--- src/rtl/adc_rd_pkg.sv ---
package adc_rd_pkg;
  localparam int LEAD_ZEROS = 4;

  typedef struct packed {
    logic clearFrame;
    logic captureBit;
    logic leadBit;
    logic finish;
  } ctl_strobe_t;
endpackage

--- src/rtl/adc_rd_ctrl.sv ---
module adc_rd_ctrl
  import adc_rd_pkg::*;
#(
  parameter int RES_BITS    = 12,
  parameter int CLK_DIV     = 2,
  parameter int IDLE_CYCLES = 3,
  parameter bit SAMPLE_RISE = 1'b1
) (
  input  logic        clk,
  input  logic        rst,
  input  logic        startReq,
  output logic        csN,
  output logic        sclk,
  output ctl_strobe_t strb
);
  localparam int FRAME_BITS = LEAD_ZEROS + RES_BITS;
  localparam int BIT_W      = $clog2(FRAME_BITS) + 1;
  localparam int HALF_W     = $clog2(CLK_DIV) + 1;
  localparam int GAP_W      = $clog2(IDLE_CYCLES) + 1;
  localparam logic IDLE_LVL = SAMPLE_RISE;

  typedef enum logic [2:0] {ST_IDLE, ST_LEAD, ST_LAUNCH, ST_SAMPLE, ST_GAP} state_t;

  state_t            state;
  logic [HALF_W-1:0] halfCnt;
  logic [BIT_W-1:0]  bitCnt;
  logic [GAP_W-1:0]  gapCnt;
  logic              halfEnd;
  logic              lastBit;

  assign halfEnd = (halfCnt == HALF_W'(CLK_DIV - 1));
  assign lastBit = (bitCnt == BIT_W'(FRAME_BITS - 1));

  always_ff @(posedge clk) begin
    if (rst) begin
      state   <= ST_IDLE;
      csN     <= 1'b1;
      sclk    <= IDLE_LVL;
      halfCnt <= '0;
      bitCnt  <= '0;
      gapCnt  <= '0;
    end else begin
      case (state)
        ST_IDLE: if (startReq) begin
          state   <= ST_LEAD;
          csN     <= 1'b0;
          halfCnt <= '0;
          bitCnt  <= '0;
        end
        ST_LEAD: if (halfEnd) begin
          state   <= ST_LAUNCH;
          sclk    <= ~IDLE_LVL;
          halfCnt <= '0;
        end else halfCnt <= halfCnt + 1'b1;
        ST_LAUNCH: if (halfEnd) begin
          state   <= ST_SAMPLE;
          sclk    <= IDLE_LVL;
          halfCnt <= '0;
        end else halfCnt <= halfCnt + 1'b1;
        ST_SAMPLE: if (halfEnd) begin
          halfCnt <= '0;
          if (lastBit) begin
            state  <= ST_GAP;
            csN    <= 1'b1;
            gapCnt <= '0;
          end else begin
            state  <= ST_LAUNCH;
            sclk   <= ~IDLE_LVL;
            bitCnt <= bitCnt + 1'b1;
          end
        end else halfCnt <= halfCnt + 1'b1;
        ST_GAP: if (gapCnt == GAP_W'(IDLE_CYCLES - 1)) state <= ST_IDLE;
                else gapCnt <= gapCnt + 1'b1;
        default: state <= ST_IDLE;
      endcase
    end
  end

  always_comb begin
    strb.clearFrame = (state == ST_IDLE) && startReq;
    strb.captureBit = (state == ST_LAUNCH) && halfEnd;
    strb.leadBit    = (bitCnt < BIT_W'(LEAD_ZEROS));
    strb.finish     = (state == ST_SAMPLE) && halfEnd && lastBit;
  end

  // the clock rests at its idle level whenever chip-select is high
  assert_sclk_idle_R3: assert property (@(posedge clk) disable iff (rst)
    csN |-> (sclk == IDLE_LVL));

  // never more than the frame's bit count
  assert_bit_bound_R3: assert property (@(posedge clk) disable iff (rst)
    bitCnt < BIT_W'(FRAME_BITS));

  // a frame only opens from idle on a request
  assert_start_idle_R9: assert property (@(posedge clk) disable iff (rst)
    $fell(csN) |-> ($past(state) == ST_IDLE && $past(startReq)));
endmodule

--- src/rtl/adc_rd_dp.sv ---
module adc_rd_dp
  import adc_rd_pkg::*;
#(
  parameter int RES_BITS = 12
) (
  input  logic                clk,
  input  logic                rst,
  input  ctl_strobe_t         strb,
  input  logic                sdataIn,
  output logic [RES_BITS-1:0] resultCode,
  output logic                resultValid,
  output logic                frameErr
);
  logic [RES_BITS-1:0] shiftReg;
  logic                frameBad;

  always_ff @(posedge clk) begin
    if (rst) begin
      shiftReg    <= '0;
      resultCode  <= '0;
      resultValid <= 1'b0;
      frameErr    <= 1'b0;
      frameBad    <= 1'b0;
    end else begin
      resultValid <= 1'b0;
      if (strb.clearFrame) frameBad <= 1'b0;
      if (strb.captureBit) begin
        if (strb.leadBit) begin
          if (sdataIn) begin
            frameBad <= 1'b1;
            frameErr <= 1'b1;
          end
        end else begin
          shiftReg <= {shiftReg[RES_BITS-2:0], sdataIn};
        end
      end
      if (strb.finish && !frameBad) begin
        resultCode  <= shiftReg;
        resultValid <= 1'b1;
      end
    end
  end

  // the error flag never clears outside reset
  assert_err_sticky_R8: assert property (@(posedge clk) disable iff (rst)
    frameErr |=> frameErr);

  // a frame with a bad guard bit never raises the strobe
  assert_no_valid_bad_R7: assert property (@(posedge clk) disable iff (rst)
    resultValid |-> !frameBad);
endmodule

--- src/rtl/adc_frame_reader.sv ---
module adc_frame_reader
  import adc_rd_pkg::*;
#(
  parameter int RES_BITS    = 12,
  parameter int CLK_DIV     = 2,
  parameter int IDLE_CYCLES = 3,
  parameter bit SAMPLE_RISE = 1'b1
) (
  input  logic                clk,
  input  logic                rst,
  input  logic                startReq,
  input  logic                sdataIn,
  output logic                csN,
  output logic                sclk,
  output logic [RES_BITS-1:0] resultCode,
  output logic                resultValid,
  output logic                frameErr
);
  ctl_strobe_t strb;

  adc_rd_ctrl #(
    .RES_BITS(RES_BITS), .CLK_DIV(CLK_DIV),
    .IDLE_CYCLES(IDLE_CYCLES), .SAMPLE_RISE(SAMPLE_RISE)
  ) u_ctrl (
    .clk(clk), .rst(rst), .startReq(startReq),
    .csN(csN), .sclk(sclk), .strb(strb)
  );

  adc_rd_dp #(.RES_BITS(RES_BITS)) u_dp (
    .clk(clk), .rst(rst), .strb(strb), .sdataIn(sdataIn),
    .resultCode(resultCode), .resultValid(resultValid), .frameErr(frameErr)
  );

  // the strobe appears only in the cycle chip-select has just risen
  assert_valid_at_cs_rise_R6: assert property (@(posedge clk) disable iff (rst)
    resultValid |-> (csN && !$past(csN)));
endmodule

--- config.mk ---
export PLATFORM = sky130hd
export DESIGN_NAME = adc_frame_reader
export DESIGN_NICKNAME = d
export VERILOG_FILES = /design/src/rtl/adc_rd_pkg.sv /design/src/rtl/adc_rd_ctrl.sv /design/src/rtl/adc_rd_dp.sv /design/src/rtl/adc_frame_reader.sv
export SDC_FILE = /design/constraint.sdc
export NUM_CORES = 1
export LEC_CHECK = 0
export BUFFER_PORTS_ARGS = -buffer_cell sky130_fd_sc_hd__buf_2
export CAP_MARGIN = 20
export CORE_AREA = 5 5 67 85
export CTS_BUF_LIST = sky130_fd_sc_hd__clkbuf_16
export CTS_CLUSTER_DIAMETER = 200
export DETAILED_ROUTE_END_ITERATION = 10
export DIE_AREA = 0 0 72 90
export PLACE_DENSITY = 0.65
export SYNTH_ARGS = -nofsm -noshare
export SYNTH_HDL_FRONTEND = slang
export SYNTH_SLANG_ARGS = --single-unit
--- constraint.sdc ---
create_clock -name clk -period 5.66 [get_ports clk]
set_input_delay 1.132 -clock clk [delete_from_list [all_inputs] [get_ports clk]]
set_output_delay 1.132 -clock clk [all_outputs]
set_load 0.01 [all_outputs]
# Word level (Yosys, flattened, before mapping)
# Cells that the tools add are included.
# Widths: inputs -> output; s select.
dict set report totals {
  regBits 42
  in_bits 4
  output_inout_bits 16
  wordCells 83
}
dict set report op_classes {
  n_addsub 3
  order_cmp 1
  eq_ne 15
  mux 32
  bitwise_logic 1
  n_reduce_logical 20
}
# op n
set ops {}
lappend ops {{$mux 3} 9}
lappend ops {{$mux 5} 3}
lappend ops {{$pmux 3 s5} 1}
lappend ops {{$mux 1} 12}
lappend ops {{$reduce_and 4->1} 3}
lappend ops {{$ne 2x1->1 const B} 5}
lappend ops {{$pmux 5 s2} 1}
lappend ops {{$reduce_and 5->1} 2}
lappend ops {{$eq 3x2->1 const B} 3}
lappend ops {{$ne 2x2->1 const B} 3}
lappend ops {{$pmux 3 s2} 1}
lappend ops {{$reduce_bool 2->1} 3}
lappend ops {{$add 5x1->5 const B} 1}
lappend ops {{$eq 5x4->1 const B} 1}
lappend ops {{$logic_and 1x1->1} 5}
lappend ops {{$lt 5x3->1 const B} 1}
lappend ops {{$mux 2} 2}
lappend ops {{$pmux 2 s2} 1}
lappend ops {{$reduce_and 2->1} 2}
lappend ops {{$add 3x1->3 const B} 1}
lappend ops {{$eq 3x1->1 const B} 1}
lappend ops {{$eq 3x3->1 const B} 1}
lappend ops {{$logic_not 3->1} 1}
lappend ops {{$pmux 1 s3} 1}
lappend ops {{other kinds (8)} 8}

# Logic depth before layout (Yosys ltp)
# Gate-level depths: netlist of the first run.
dict set report logic_depth {
  depth_word 6
  mapped_depth 7
  mapped_depth_nobuf 7
}

# By module
# From an unflattened synthesis of the first run, not the netlist that was laid out.
dict set report hier_totals {
  cells_unflattened 180
  hier_area_um2 1933.1
}
# mod instances cells_each area_each_um2 seq_area_each_um2
set modules_own_cells {}
lappend modules_own_cells {adc_rd_dp 1 91 1131.1 540.5}
lappend modules_own_cells {adc_rd_ctrl 1 89 802.0 300.3}

# Worst setup path after synthesis of the first run
# No wires, ideal clock.
dict set report synth_timing {
  path_kind {in2reg}
  from {input startReq}
  to {register u_dp.resultCode[0]}
  setup_time_ns 0.072
  arrival_time_ns 2.315
  required_time_ns 5.588
  slack_ns 3.273
  stages 4
  n_path_buf 1
  path_cell_list {or3b_4 > a2111oi_4 > buf_6 > mux2i_1}
}
# element line_no
set synth_rtl {}
lappend synth_rtl {{start, declared} adc_frame_reader.sv:11} ;# input logic startReq,
lappend synth_rtl {{end signal, assigned} adc_rd_dp.sv:38} ;# resultCode <= shiftReg;
lappend synth_rtl {{end, declared} adc_rd_dp.sv:10} ;# output logic [RES_BITS-1:0] resultCode,

==> run metrics, run 1 <==
status finished clean; die height 90 um; critical path arrival 2670 ps; CTS tree done; R2R cell count 7; Post-Syn Area 1850 um2; Comb pwr share 0.045; most frequent cells in the layout 42 x dfxtp_1, 27 x nand2b_1, 26 x mux2i_1, 25 x nor2_1, 19 x buf_2; Critical Path End Type register; H-tree levels 2; grt total ovfl 0; #FFs+latches synth 42; DR WL/cell 12.1 um; leakage power 0.000755 uW; Detail Placement HPWL 2190 um; CTS clk-pin slew, worst paths 60 ps; Mapped Nets 199; CTS Sinks 42; largest net degree at the start of global routing 52; setup TNS 0 ps; nets 217; IO Pins 20; Iter 0 DRT Violations 61; layout cells sized above 1 0.148; final setup violation count 0; sequential power share 0.509; initial antenna violation count 0; Setup CP Type in -> reg; WL final 3290 um; Initial DRT Pass Iterations 4; first-pass GRT wire length 5730 um; Clk Latency, worst-skew pair 280 ps; CTS buffer count 5; NetSw 126 uW; initial core utilization 0.380; Slew headroom 0.514; vias in the first global route 1258; final hold violation count 0; min Tclk post-route 2460 ps; CP max FO 8; total core area 4860 um2; RSZ-0062 raised after global routing no; hold crit path type reg -> reg; VDD IR-drop max 0.213 mV; via count 1303; Clk pwr share 0.446; Die Wd 72 um; register area share after synthesis 0.455; CTS root buf clkbuf_16; Syn Inst Count 191; Core Rows 29; post-cts resize count 0; DR vias/cell 4.79; RePlAce Congestion 0.703; worst hold path depth 2; # fillers 494; Hold-fix buffers, CTS 0; setup bufs post-CTS 0; max-slew violation count 0; power per cell area 280 nW/um2; I/O Buffers 19; die area 6480 um2; Worst EP required 5860 ps; Longest Clk Path Bufs 2; Area growth syn-to-layout 14.9%; max-capacitance violation count 0; Post-Syn Area per Cell 9.68 um2; Worst setup SP type input pin; DRT antenna net count 0; Least-Margin Pin Slew 729 ps; Hold WS 451 ps; Global Route Usage Sum 0.109; Max Clock Skew 2.24 ps; fmax 0.406 GHz; period utilization 0.435; most common cell after layout, fill and taps aside dfxtp_1; DRC viols 0; Netlist cell types 33; Sw Ratio 0.212; n_diodes 0; Synth Warn # 0; design internal power 469 uW
-- final timing paths --
kind / startpoint / end / slack, ps
worst max-delay path: startReq / u_dp.resultCode[11] / 3200
worst min-delay path: u_dp.frameErr / u_dp.frameErr / 450
worst max register to register: u_ctrl.bitCnt[0] / u_dp.resultCode[11] / 3330
worst min register to register: u_dp.frameErr / u_dp.frameErr / 450
-- layer usage --
metal  routed length (um)  GRT usage  share of wire  vias to the layer above
li1                     -          -              -                      679
met3                  136     0.0402          0.041                        6
met2                 1550      0.173           0.47                       19
met1                 1560      0.135           0.47                      599
met5                    0          0              0                        -
met4                   46     0.0345          0.014                        0
-- power by group through the flow --
stage	registers (uW)	logic [uW]	clock network, uW
2_1_floorplan	307	24.1	0
3_5_place_dp	309	27.1	0
3_3_place_gp	309	26.9	0
5_1_grt	303	30.0	292
4_1_cts	303	27.2	277
6_report	303	26.9	266
-- state kept, by name, indices dropped and copies added, names as in the netlist --
| signal | count |
|---|---|
| u_dp.resultCode | 12 |
| u_ctrl.bitCnt | 5 |
| u_dp.resultValid | 1 |
| u_ctrl.csN | 1 |
| u_dp.frameErr | 1 |
| u_ctrl.gapCnt | 3 |
| u_ctrl.halfCnt | 2 |
| u_dp.shiftReg | 12 |
| u_ctrl.state | 3 |
| u_ctrl.sclk | 1 |
| u_dp.frameBad | 1 |
-- Yosys cell counts, drive strengths merged --
cell type	number	area [um2]
or3b	2	20.0
a2bb2oi	1	8.76
a311oi	1	8.76
a2111oi	2	36.3
nor4	2	12.5
and3	2	12.5
buf	4	38.8
nand2b	27	169
or3	1	6.26
dfxtp	42	841
nand2	6	22.5
a21oi	8	40.0
nor3	3	20.0
and2b	1	7.51
o21bai	1	7.51
nor2b	4	25.0
xnor2	3	26.3
nor2	25	93.8
nor3b	3	27.5
nand4	2	12.5
or2	2	12.5
ha	4	50.1
mux2i	26	260
inv	4	15.0
a211oi	3	22.5
clkbuf	6	22.5
o21ai	4	20.0
nand3	2	10.0
-- worst max-delay path: stages --
cell and delay, ps:
buf_2 100, or3b_4 420, a2111oi_4 590, buf_8 230, mux2i_1 200
-- kinds of logic (layout without fill, tap and decap cells) --
group / Yosys count / count (layout) / synth area share
AOI/OAI and AO/OA: 20 / 20 / 0.0778
xor gates and xnor gates: 3 / 3 / 0.0142
adders and majority gates: 4 / 4 / 0.0271
buffers and inverters: 14 / 33 / 0.0413
DFF: 42 / 42 / 0.455
muxes: 26 / 26 / 0.141
and+or+nand+nor: 82 / 82 / 0.244
-- layout make-up --
| class | count | area, um2 | share of cell area |
|---|---|---|---|
| multi-input cells | 135 | 932 | 0.439 |
| flip-flops and latches | 42 | 841 | 0.396 |
| clock buffers | 5 | 125 | 0.0589 |
| repair buffers | 21 | 121 | 0.0571 |
| well taps | 62 | 77.6 | 0.0365 |
| inverters | 4 | 15.0 | 0.00707 |
| clock inverters | 3 | 12.5 | 0.00589 |
-- stage by stage --
step / cell area, um2 / setup slack [ps] / std cells / utilization / total power [uW]
after floorplan: 1850 / 3270 / 191 / - / 331
after global placement: 1960 / 2650 / 262 / 0.403 / 336
after detailed placement: 1980 / 2860 / 263 / 0.406 / 336
after CTS: 2110 / 3160 / 271 / 0.435 / 607
after global routing: 2120 / 3120 / 272 / 0.437 / 625
final: 2120 / 3200 / 272 / 0.437 / 595
Note: power is estimated with default switching activity, not from simulation.
==> run 2: changes to the inputs <==
==> constraint.sdc (replaced) <==
create_clock -name clk -period 2.4 [get_ports clk]
set_input_delay 0.48 -clock clk [delete_from_list [all_inputs] [get_ports clk]]
set_output_delay 0.48 -clock clk [all_outputs]
set_load 0.01 [all_outputs]
==> run 2 against run 1 <==
Sequential power is 140% higher; largest power group is now clock; clock skew is 0.87 ps higher; worst setup slack worse by 2900 ps; die area stayed put; via count is 2.2% higher; utilization is 1.2 points higher; non-clock buffer count is 2 higher; power grew to 2.8 times the previous value; flip-flop and latch count stayed put; worst hold slack hardly changed.
==> run metrics, run 2 (synthesis results as in run 1) <==
H-tree levels 2 (unchanged); CTS root buf clkbuf_16; total core area 4860 um2 (unchanged); Longest Clk Path Bufs 2 (unchanged); Slew headroom 0.576 (+0.0624); n_diodes 0 (unchanged); CTS Sinks 42 (unchanged); DR vias/cell 4.86 (+1.5%); # fillers 487 (-1.4%); initial core utilization 0.380 (unchanged); grt total ovfl 0 (unchanged); Area growth syn-to-layout 18.1%; setup bufs post-CTS 0 (unchanged); VDD IR-drop max 0.477 mV (+120%); RSZ-0062 raised after global routing no; I/O Buffers 19 (unchanged); via count 1332 (+2.2%); RePlAce Congestion 0.790 (+12%); CTS buffer count 5 (unchanged); hold crit path type reg -> reg; layout cells sized above 1 0.165 (+0.0175); setup TNS 0 ps (unchanged); FF+latch area 841 um2 (unchanged); Worst EP required 2610 ps (-3250 ps); Max Clock Skew 3.11 ps (+0.871 ps); DRT antenna net count 0 (unchanged); vias in the first global route 1304 (+3.7%); Global Route Usage Sum 0.111 (+0.00199); Die Wd 72 um (unchanged); largest net degree at the start of global routing 47 (-9.6%); Slowest cell on crit path dfxtp_1; Detail Placement HPWL 2140 um (-2.5%); most frequent cells in the layout 42 x dfxtp_1, 27 x nand2b_1, 26 x mux2i_1, 25 x nor2_1, 19 x buf_2; first-pass GRT wire length 5800 um (+1.1%); Final Cell Area 2180 um2 (+2.8%); number of buffers and inverters on the critical path 1 (-1); Setup CP Type reg -> reg; DR WL/cell 11.7 um (-3.5%); leakage power 0.000784 uW (+3.9%); max-slew violation count 0 (unchanged); WL final 3200 um (-2.8%); final setup violation count 0 (unchanged); max incr delay on CP 360 ps (-230 ps); Clk Latency, worst-skew pair 280 ps (about the same); final hold violation count 0 (unchanged); DRC viols 0 (unchanged); Iter 0 DRT Violations 89 (+46%); CP max FO 13 (+5); status finished clean; placed cell areas 1990 um2 (+0.76%); Hold-fix buffers, CTS 0 (unchanged); CTS tree done; Worst setup SP type register; CP most frequent cell ha_1; Hold WS 451 ps (-0.232 ps); CTS clk-pin slew, worst paths 60 ps (about the same); Crit path max-delay family adder cells; post-cts resize count 0 (unchanged); die area 6480 um2 (unchanged); critical path arrival 2280 ps (-390 ps); period utilization 0.861; fmax 0.484 GHz; initial antenna violation count 0 (unchanged); min Tclk post-route 2070 ps; footprint of the multi-input gates 932 um2 (unchanged); power per cell area 755 nW/um2 (+170%); Core Rows 29 (unchanged); largest registers u_dp.resultCode (12), u_dp.shiftReg (12), u_ctrl.bitCnt (5); Initial DRT Pass Iterations 4 (unchanged); nets 219 (+0.92%); max-capacitance violation count 0 (unchanged); CP cell instances ha_1 -> and3_1 -> ha_1 -> nand3_1 -> a2111oi_4 -> buf_4 -> mux2i_1; IO Pins 20 (unchanged); Least-Margin Pin Slew 636 ps (-93.6 ps); die height 90 um (unchanged); most common cell after layout, fill and taps aside dfxtp_1; Critical Path End Type register
[run 2: changes by cell type in the layout (fill, tap and decap cells not counted), sizes merged]
cell and change:
buf +2, clkinv -1, inv -1, bufinv +2
[run 2: per-stage QoR]
step / worst slack, ps / cells / power, uW / util
detailed placement: 318 / 266 / 794 / 0.409
global route: 79.5 / 274 / 1710 / 0.449
floorplan: 460 / 191 / 781 / -
finish: 334 / 274 / 1650 / 0.449
global placement: 413 / 266 / 794 / 0.409
CTS: 301 / 274 / 1670 / 0.449
[run 2: worst paths after layout]
path                                           end  cells past startpoint             start  slack [ps]
worst min-delay path                 u_dp.frameErr                      2     u_dp.frameErr         450
worst max-delay path            u_dp.resultCode[4]                      7  u_ctrl.bitCnt[0]         330
worst max register to register  u_dp.resultCode[4]                      7  u_ctrl.bitCnt[0]         330
worst min register to register       u_dp.frameErr                      2     u_dp.frameErr         450
[run 2: worst reg2reg max path: stages (launching register included)]
cell and delay (ps):
dfxtp_1 360, ha_1 180, and3_1 160, ha_1 250, nand3_1 190, a2111oi_4 350, buf_4 290, mux2i_1 210
[run 2: power breakdown]
group          internal, uW  switching, uW  leakage (uW)
registers               704           9.76      0.000339
logic                  28.0           36.7      0.000351
clock network           597            273     0.0000940
total                  1330            319      0.000784
[run 2: area by class of cell]
type                       instances  share of cell area
timing repair buffer              23              0.0573
tap                               62              0.0355
clock buffer                       5              0.0573
multi-input combinational        135               0.427
inverter                           4             0.00687
sequential                        42               0.385
clock inverter                     3              0.0315
[run 2: metal layers]
| layer | global-route usage | wire (um) |
|---|---|---|
| met5 | 0 | 0 |
| met4 | 0.0470 | 61 |
| met3 | 0.0391 | 174 |
| met2 | 0.166 | 1520 |
| met1 | 0.142 | 1440 |
